===== config.mk =====
export PLATFORM = sky130hd
export DESIGN_NAME = e1_tx_sync_ctrl
export DESIGN_NICKNAME = d
export VERILOG_FILES = /design/src/rtl/e1s_pkg.sv /design/src/rtl/e1s_dir_resolve.sv /design/src/rtl/e1s_dl_decode.sv /design/src/rtl/e1s_position_counter.sv /design/src/rtl/e1_tx_sync_ctrl.sv
export SDC_FILE = /design/constraint.sdc
export NUM_CORES = 1
export LEC_CHECK = 0
export BUFFER_PORTS_ARGS = -buffer_cell sky130_fd_sc_hd__buf_2
export CELL_PAD_IN_SITES_DETAIL_PLACEMENT = 0
export CELL_PAD_IN_SITES_GLOBAL_PLACEMENT = 1
export CORE_MARGIN = 1.5
export CORE_UTILIZATION = 33
export DETAILED_ROUTE_END_ITERATION = 12
export GPL_TIMING_DRIVEN = 0
export HOLD_SLACK_MARGIN = 0.03
export PLACE_DENSITY = 0.76
export SKIP_CTS_REPAIR_TIMING = 1
export SLEW_MARGIN = 20
export SYNTH_ARGS = -nofsm -noshare
export SYNTH_HDL_FRONTEND = slang
export SYNTH_HIERARCHICAL = 1
export SYNTH_SLANG_ARGS = --single-unit

===== constraint.sdc =====
create_clock -name clk -period 2.05 [get_ports clk]
set_input_delay 0.41 -clock clk [delete_from_list [all_inputs] [get_ports clk]]
set_output_delay 0.41 -clock clk [all_outputs]
set_load 0.01 [all_outputs]

===== src/rtl/e1s_pkg.sv =====
package e1s_pkg;

   typedef enum logic [1:0] {
      CS_RECOV_A  = 2'b00,
      CS_SERIAL   = 2'b01,
      CS_INTERNAL = 2'b10,
      CS_RECOV_B  = 2'b11
   } clk_src_e;

   typedef enum logic [1:0] {
      DL_PAYLOAD     = 2'b00,
      DL_HDLC        = 2'b01,
      DL_OVERHEAD    = 2'b10,
      DL_PAYLOAD_ALT = 2'b11
   } dl_src_e;

   localparam int DL_WAYS      = 3;
   localparam int DL_IDX_PAY   = 0;
   localparam int DL_IDX_HDLC  = 1;
   localparam int DL_IDX_OVH   = 2;

endpackage


===== src/rtl/e1s_dir_resolve.sv =====
module e1s_dir_resolve
   import e1s_pkg::*;
(
   input  clk_src_e clk_src,
   input  logic     sync_dir,
   output logic     drive_sync
);

   always_comb begin
      if (clk_src == CS_SERIAL) drive_sync = sync_dir;
      else                      drive_sync = ~sync_dir;
   end

endmodule


===== src/rtl/e1s_dl_decode.sv =====
module e1s_dl_decode
   import e1s_pkg::*;
(
   input  dl_src_e              code,
   output logic [DL_WAYS-1:0]   sel
);

   always_comb begin
      sel = '0;
      unique case (code)
         DL_HDLC:     sel[DL_IDX_HDLC] = 1'b1;
         DL_OVERHEAD: sel[DL_IDX_OVH]  = 1'b1;
         default:     sel[DL_IDX_PAY]  = 1'b1;
      endcase
   end

endmodule


===== src/rtl/e1s_position_counter.sv =====
module e1s_position_counter #(
   parameter int BITS_PER_FRAME = 256,
   parameter int FRAMES_PER_MF  = 16,
   localparam int BW = $clog2(BITS_PER_FRAME),
   localparam int FW = $clog2(FRAMES_PER_MF)
) (
   input  logic          clk,
   input  logic          rst,
   input  logic          step_en,
   input  logic          realign_bit,
   input  logic          realign_mf,
   output logic [BW-1:0] bit_pos,
   output logic [FW-1:0] frame_num
);

   logic bit_last;
   logic frame_last;

   generate
      if (BITS_PER_FRAME < 2) begin : g_bad_bits
         $error("BITS_PER_FRAME must be at least 2");
      end
      if (FRAMES_PER_MF < 2) begin : g_bad_frames
         $error("FRAMES_PER_MF must be at least 2");
      end

      if ((1 << BW) == BITS_PER_FRAME) begin : g_bit_pow2
         assign bit_last = &bit_pos;
      end else begin : g_bit_cmp
         assign bit_last = (bit_pos == BW'(BITS_PER_FRAME - 1));
      end

      if ((1 << FW) == FRAMES_PER_MF) begin : g_frm_pow2
         assign frame_last = &frame_num;
      end else begin : g_frm_cmp
         assign frame_last = (frame_num == FW'(FRAMES_PER_MF - 1));
      end
   endgenerate

   always_ff @(posedge clk) begin
      if (rst) begin
         bit_pos   <= '0;
         frame_num <= '0;
      end else if (step_en) begin
         if (realign_mf) begin
            bit_pos   <= '0;
            frame_num <= '0;
         end else if (realign_bit) begin
            bit_pos   <= '0;
         end else if (bit_last) begin
            bit_pos   <= '0;
            frame_num <= frame_last ? '0 : frame_num + 1'b1;
         end else begin
            bit_pos   <= bit_pos + 1'b1;
         end
      end
   end

   AST_IDLE_HOLD: assert property (@(posedge clk) disable iff (rst)
      !step_en |=> ($stable(bit_pos) && $stable(frame_num)));
   AST_EXT_FRAME: assert property (@(posedge clk) disable iff (rst)
      (step_en && realign_bit && !realign_mf) |=>
         (bit_pos == '0 && frame_num == $past(frame_num)));
   AST_EXT_MF: assert property (@(posedge clk) disable iff (rst)
      (step_en && realign_mf) |=> (bit_pos == '0 && frame_num == '0));
   AST_WRAP_ADV: assert property (@(posedge clk) disable iff (rst)
      (step_en && !realign_bit && !realign_mf && bit_pos == BW'(BITS_PER_FRAME - 1)
       && frame_num != FW'(FRAMES_PER_MF - 1)) |=>
         (bit_pos == '0 && frame_num == $past(frame_num) + 1'b1));

endmodule


===== src/rtl/e1_tx_sync_ctrl.sv =====
module e1_tx_sync_ctrl
   import e1s_pkg::*;
#(
   parameter int SLOTS_PER_FRAME = 32,
   parameter int BITS_PER_SLOT   = 8,
   parameter int FRAMES_PER_MF   = 16,
   localparam int BITS_PER_FRAME = SLOTS_PER_FRAME * BITS_PER_SLOT,
   localparam int BW = $clog2(BITS_PER_FRAME),
   localparam int FW = $clog2(FRAMES_PER_MF)
) (
   input  logic          clk,
   input  logic          rst,
   input  logic          ser_en,
   input  logic [1:0]    clk_src,
   input  logic          sync_dir,
   input  logic          fs_in,
   input  logic          mfs_in,
   input  logic [1:0]    dl_code,
   output logic          fs_out,
   output logic          mfs_out,
   output logic          fs_oe,
   output logic          mfs_oe,
   output logic [BW-1:0] bit_pos,
   output logic [FW-1:0] frame_num,
   output logic [2:0]    dl_src_sel
);

   logic drive_sync;
   logic at_frame_start;
   logic at_mf_start;
   logic ext_fs;
   logic ext_mfs;

   generate
      if (SLOTS_PER_FRAME < 1 || BITS_PER_SLOT < 1) begin : g_bad_geom
         $error("frame geometry parameters must be positive");
      end
      if (DL_WAYS != 3) begin : g_bad_dl
         $error("data-link selector port expects three sources");
      end
   endgenerate

   e1s_dir_resolve u_dir (
      .clk_src    (clk_src_e'(clk_src)),
      .sync_dir   (sync_dir),
      .drive_sync (drive_sync)
   );

   assign ext_fs  = ~drive_sync & fs_in;
   assign ext_mfs = ~drive_sync & mfs_in;

   e1s_position_counter #(
      .BITS_PER_FRAME (BITS_PER_FRAME),
      .FRAMES_PER_MF  (FRAMES_PER_MF)
   ) u_cnt (
      .clk         (clk),
      .rst         (rst),
      .step_en     (ser_en),
      .realign_bit (ext_fs),
      .realign_mf  (ext_mfs),
      .bit_pos     (bit_pos),
      .frame_num   (frame_num)
   );

   e1s_dl_decode u_dl (
      .code (dl_src_e'(dl_code)),
      .sel  (dl_src_sel)
   );

   assign at_frame_start = (bit_pos == '0);
   assign at_mf_start    = at_frame_start & (frame_num == '0);

   assign fs_oe   = drive_sync;
   assign mfs_oe  = drive_sync;
   assign fs_out  = drive_sync & ser_en & at_frame_start;
   assign mfs_out = drive_sync & ser_en & at_mf_start;

   AST_SERIAL_DIR: assert property (@(posedge clk) disable iff (rst)
      (clk_src == 2'b01) |-> (fs_oe == sync_dir && mfs_oe == sync_dir));
   AST_OTHER_DIR: assert property (@(posedge clk) disable iff (rst)
      (clk_src != 2'b01) |-> (fs_oe != sync_dir && mfs_oe != sync_dir));
   AST_FS_AT_ZERO: assert property (@(posedge clk) disable iff (rst)
      fs_out |-> (bit_pos == '0 && ser_en));
   AST_MF_IN_FS: assert property (@(posedge clk) disable iff (rst)
      mfs_out |-> (fs_out && frame_num == '0));
   AST_OUT_IGNORES: assert property (@(posedge clk) disable iff (rst)
      (ser_en && fs_oe && bit_pos != BW'(BITS_PER_FRAME - 1)) |=>
         (bit_pos == $past(bit_pos) + 1'b1));
   AST_DL_ONEHOT: assert property (@(posedge clk) disable iff (rst)
      $countones(dl_src_sel) == 1);
   AST_RESET_CLEAR: assert property (@(posedge clk)
      rst |=> (bit_pos == '0 && frame_num == '0));
   AST_IN_QUIET: assert property (@(posedge clk) disable iff (rst)
      !fs_oe |-> (!fs_out && !mfs_out));

endmodule


==> run_results.csv <==
group,metric,value,unit
finish,final_nets,134,
outcome,violations,"setup timing",
hold_path,min_path_cells,2,
outcome,status,"finished with violations",
sta,setup_viol,2,
cts,clkSlewWorstSetupHoldPaths,80,ps
setup_path,crit_start,"clk_src[1]",
synthesis,synth_top_cell_area_share,33.0,%
drt,ant_nets,0,
setup_path,reg2reg_setup_slack,460,ps
synthesis,syn_area,727,um2
drt,dr.pass1.iters,4,
power,power_density,501,nW/um2
cts,clock-root-buffer,"clkbuf_4",
power,power,0.493,mW
sta,finalCritPeriodShare,104,%
synthesis,ys_types,31,
die,core,2020,um2
grt,grt_overflow,0,
setup_path,crit_path_end_kind,"output pin",
sta,fin_ws,-83.5,ps
synthesis,synthesis.nets,100,
sta,slew_violations,0,
die,io_pins,29,
cts,tritoncts,"done",
setup_path,worstSetupPathType,"in -> out",
cts,cts.sinks,12,
place,io_buffers,28,
drt,avgRoutedWirePerCell,12.3,um
cts,cts_buffers,3,
hold_path,worstHoldEndpoint,"u_cnt/bit_pos[1]",
synthesis,netlist.top_cell.by_area,"dfxtp_1",
synthesis,ys.flop_type,"dfxtp_1",
grt,grt_pass1_vias,652,
die,rows,16,
drt,vias,741,
place,placedCellCount,141,
power,max-vdd-ir-drop,0.232,mV
setup_path,crit_path_cell_trace,"buf_6 -> nor2b_4 -> xnor2_4 -> or4b_4 -> nor4_4 -> buf_2",
setup_path,required,1640,ps
hold_path,min_from,"rst",
finish,layout-drive-gt1-share,38.1,%
finish,fin_util,48.6,%
setup_path,r2r_start,"u_cnt/bit_pos[0]",
place,hpwl,1.28,mm
synthesis,syn-instance-count,86,
sta,hold_viol,0,
die,die_x,49.9,um
synthesis,synthArstFlopShare,0,%
die,die-area,2490,um2
setup_path,startpoint_type,"input pin",
grt,grt_max_degree,10,
hold_path,hold_class,"in -> reg",
die,initial_utilization,36.0,%
place,place_ws,-149,ps
sta,min_period,2130,ps
drt,via_per_inst,5.11,
grt,antenna_found_initial,0,
synthesis,syn_area_per_cell,8.45,um2
synthesis,synth_common_cells,"12 x dfxtp_1, 12 x nor2_1, 5 x inv_1, 5 x nand2_1, 5 x nand3_1",
setup_path,reg2reg_depth,5,
sta,max_freq,469,MHz
drt,drtIter0Drc,11,
flow_run,drv_cap,0,
synthesis,synth_seq_cells,12,
grt,gr-usage-all-layers,15.4,%
grt,grt_pass1_wl,2.91,mm
setup_path,crit_slowest_cell,"or4b_4",
finish,antenna_cells,0,
synthesis,yosysSeqAreaShare,33.0,%
setup_path,cpPeakStageDelay,520,ps
finish,final_cells,145,
sta,tightest_slew,307,ps
setup_path,critPathMaxFanout,5,
sta,relSlewSlack,79.5,%
synthesis,yosysWarningCount,6,
setup_path,arrival,1720,ps
finish,syn2layout_area_growth,35.3,%
setup_path,timing.rr.end,"u_cnt/bit_pos[4]",
sta,rsz0062_at_grt,"true",
die,die_h,49.9,um
cts,h-tree-depth,1,
power,leakagePower,0.448,nW
cts,max-clock-path-buffers,2,
sta,finalClockSkew,4.12,ps
sta,hold_ws,376,ps
place,gp_congestion,0.708,
drt,wl,1.78,mm
cts,clock_latency,270,ps
synthesis,synthTopCellsByArea,"dfxtp_1 33%, ha_1 6.9%, nor2_1 6.2%",
drt,drc,0,
synthesis,synth-edff-count,0,
kinds of logic after synthesis:
kind of cell	after synthesis	synth area share, %
and+or+nand+nor	40	32.9
AOI/OAI and AO/OA	15	13.4
DFF	12	33.0
xor gates and xnor gates	8	9.64
buffers and inverters	7	4.13
adders and majority gates	4	6.88
critical path, delay by kind of cell:
family	cells	cell delay, ps
XOR/XNOR	1	150
buffers and inverters	2	270
AND/OR/NAND/NOR	3	900
power breakdown:
group | switching, mW | internal (mW) | total, mW
Clock | 0.0804 | 0.0679 | 0.148
Sequential | 0.00477 | 0.236 | 0.241
Combinational | 0.0541 | 0.0501 | 0.104
registers in the layout, summed over array words and instances (netlist names):
| name | cells |
|---|---|
| u_cnt/frame_num | 4 |
| u_cnt/bit_pos | 8 |
metrics by stage:
stage	setup TNS, ps	instance area, um2
5_1_grt	-201	983
3_5_place_dp	-209	908
3_3_place_gp	-120	908
2_1_floorplan	0	734
4_1_cts	-219	931
6_report	-101	983
cell usage in the layout, fill, tap and decap left out, types with 3 or more instances in the layout:
| cell | synthesis | final |
|---|---|---|
| a21oi_1 | 3 | 3 |
| buf_2 | 0 | 26 |
| clkbuf_4 | 0 | 3 |
| dfxtp_1 | 12 | 12 |
| ha_1 | 4 | 4 |
| inv_1 | 5 | 5 |
| nand2_1 | 5 | 5 |
| nand3_1 | 5 | 5 |
| nand4_1 | 4 | 4 |
| nor2_1 | 12 | 12 |
| xnor2_1 | 4 | 3 |
| xor2_1 | 4 | 4 |
layout make-up:
class,instances,area [um2]
Buffer,1,7.51
Clock buffer,3,22.5
Fill cell,201,1040
Inverter,6,22.5
Multi-Input combinational cell,67,497
Sequential cell,12,240
Tap cell,27,33.8
Timing Repair Buffer,29,160
worst max-delay path by stage:
| stage | cells past startpoint | endpoint | slack (ps) |
|---|---|---|---|
| after floorplan | 4 | mfs_out | 50 |
| after global placement | 6 | mfs_out | -100 |
| after detailed placement | 6 | mfs_out | -150 |
| after CTS | 6 | mfs_out | -160 |
| after global routing | 6 | mfs_out | -140 |
| final | 6 | mfs_out | -80 |
layer usage:
metal / global-route usage [%] / vias to the layer above / wire length [um]
li1: - / 372 / -
met1: 20.3 / 347 / 869
met2: 23.8 / 20 / 827
met3: 1.82 / 2 / 61
met4: 9.72 / 0 / 19
met5: 0 / - / 0
Note: power is estimated with default switching activity, not from simulation.
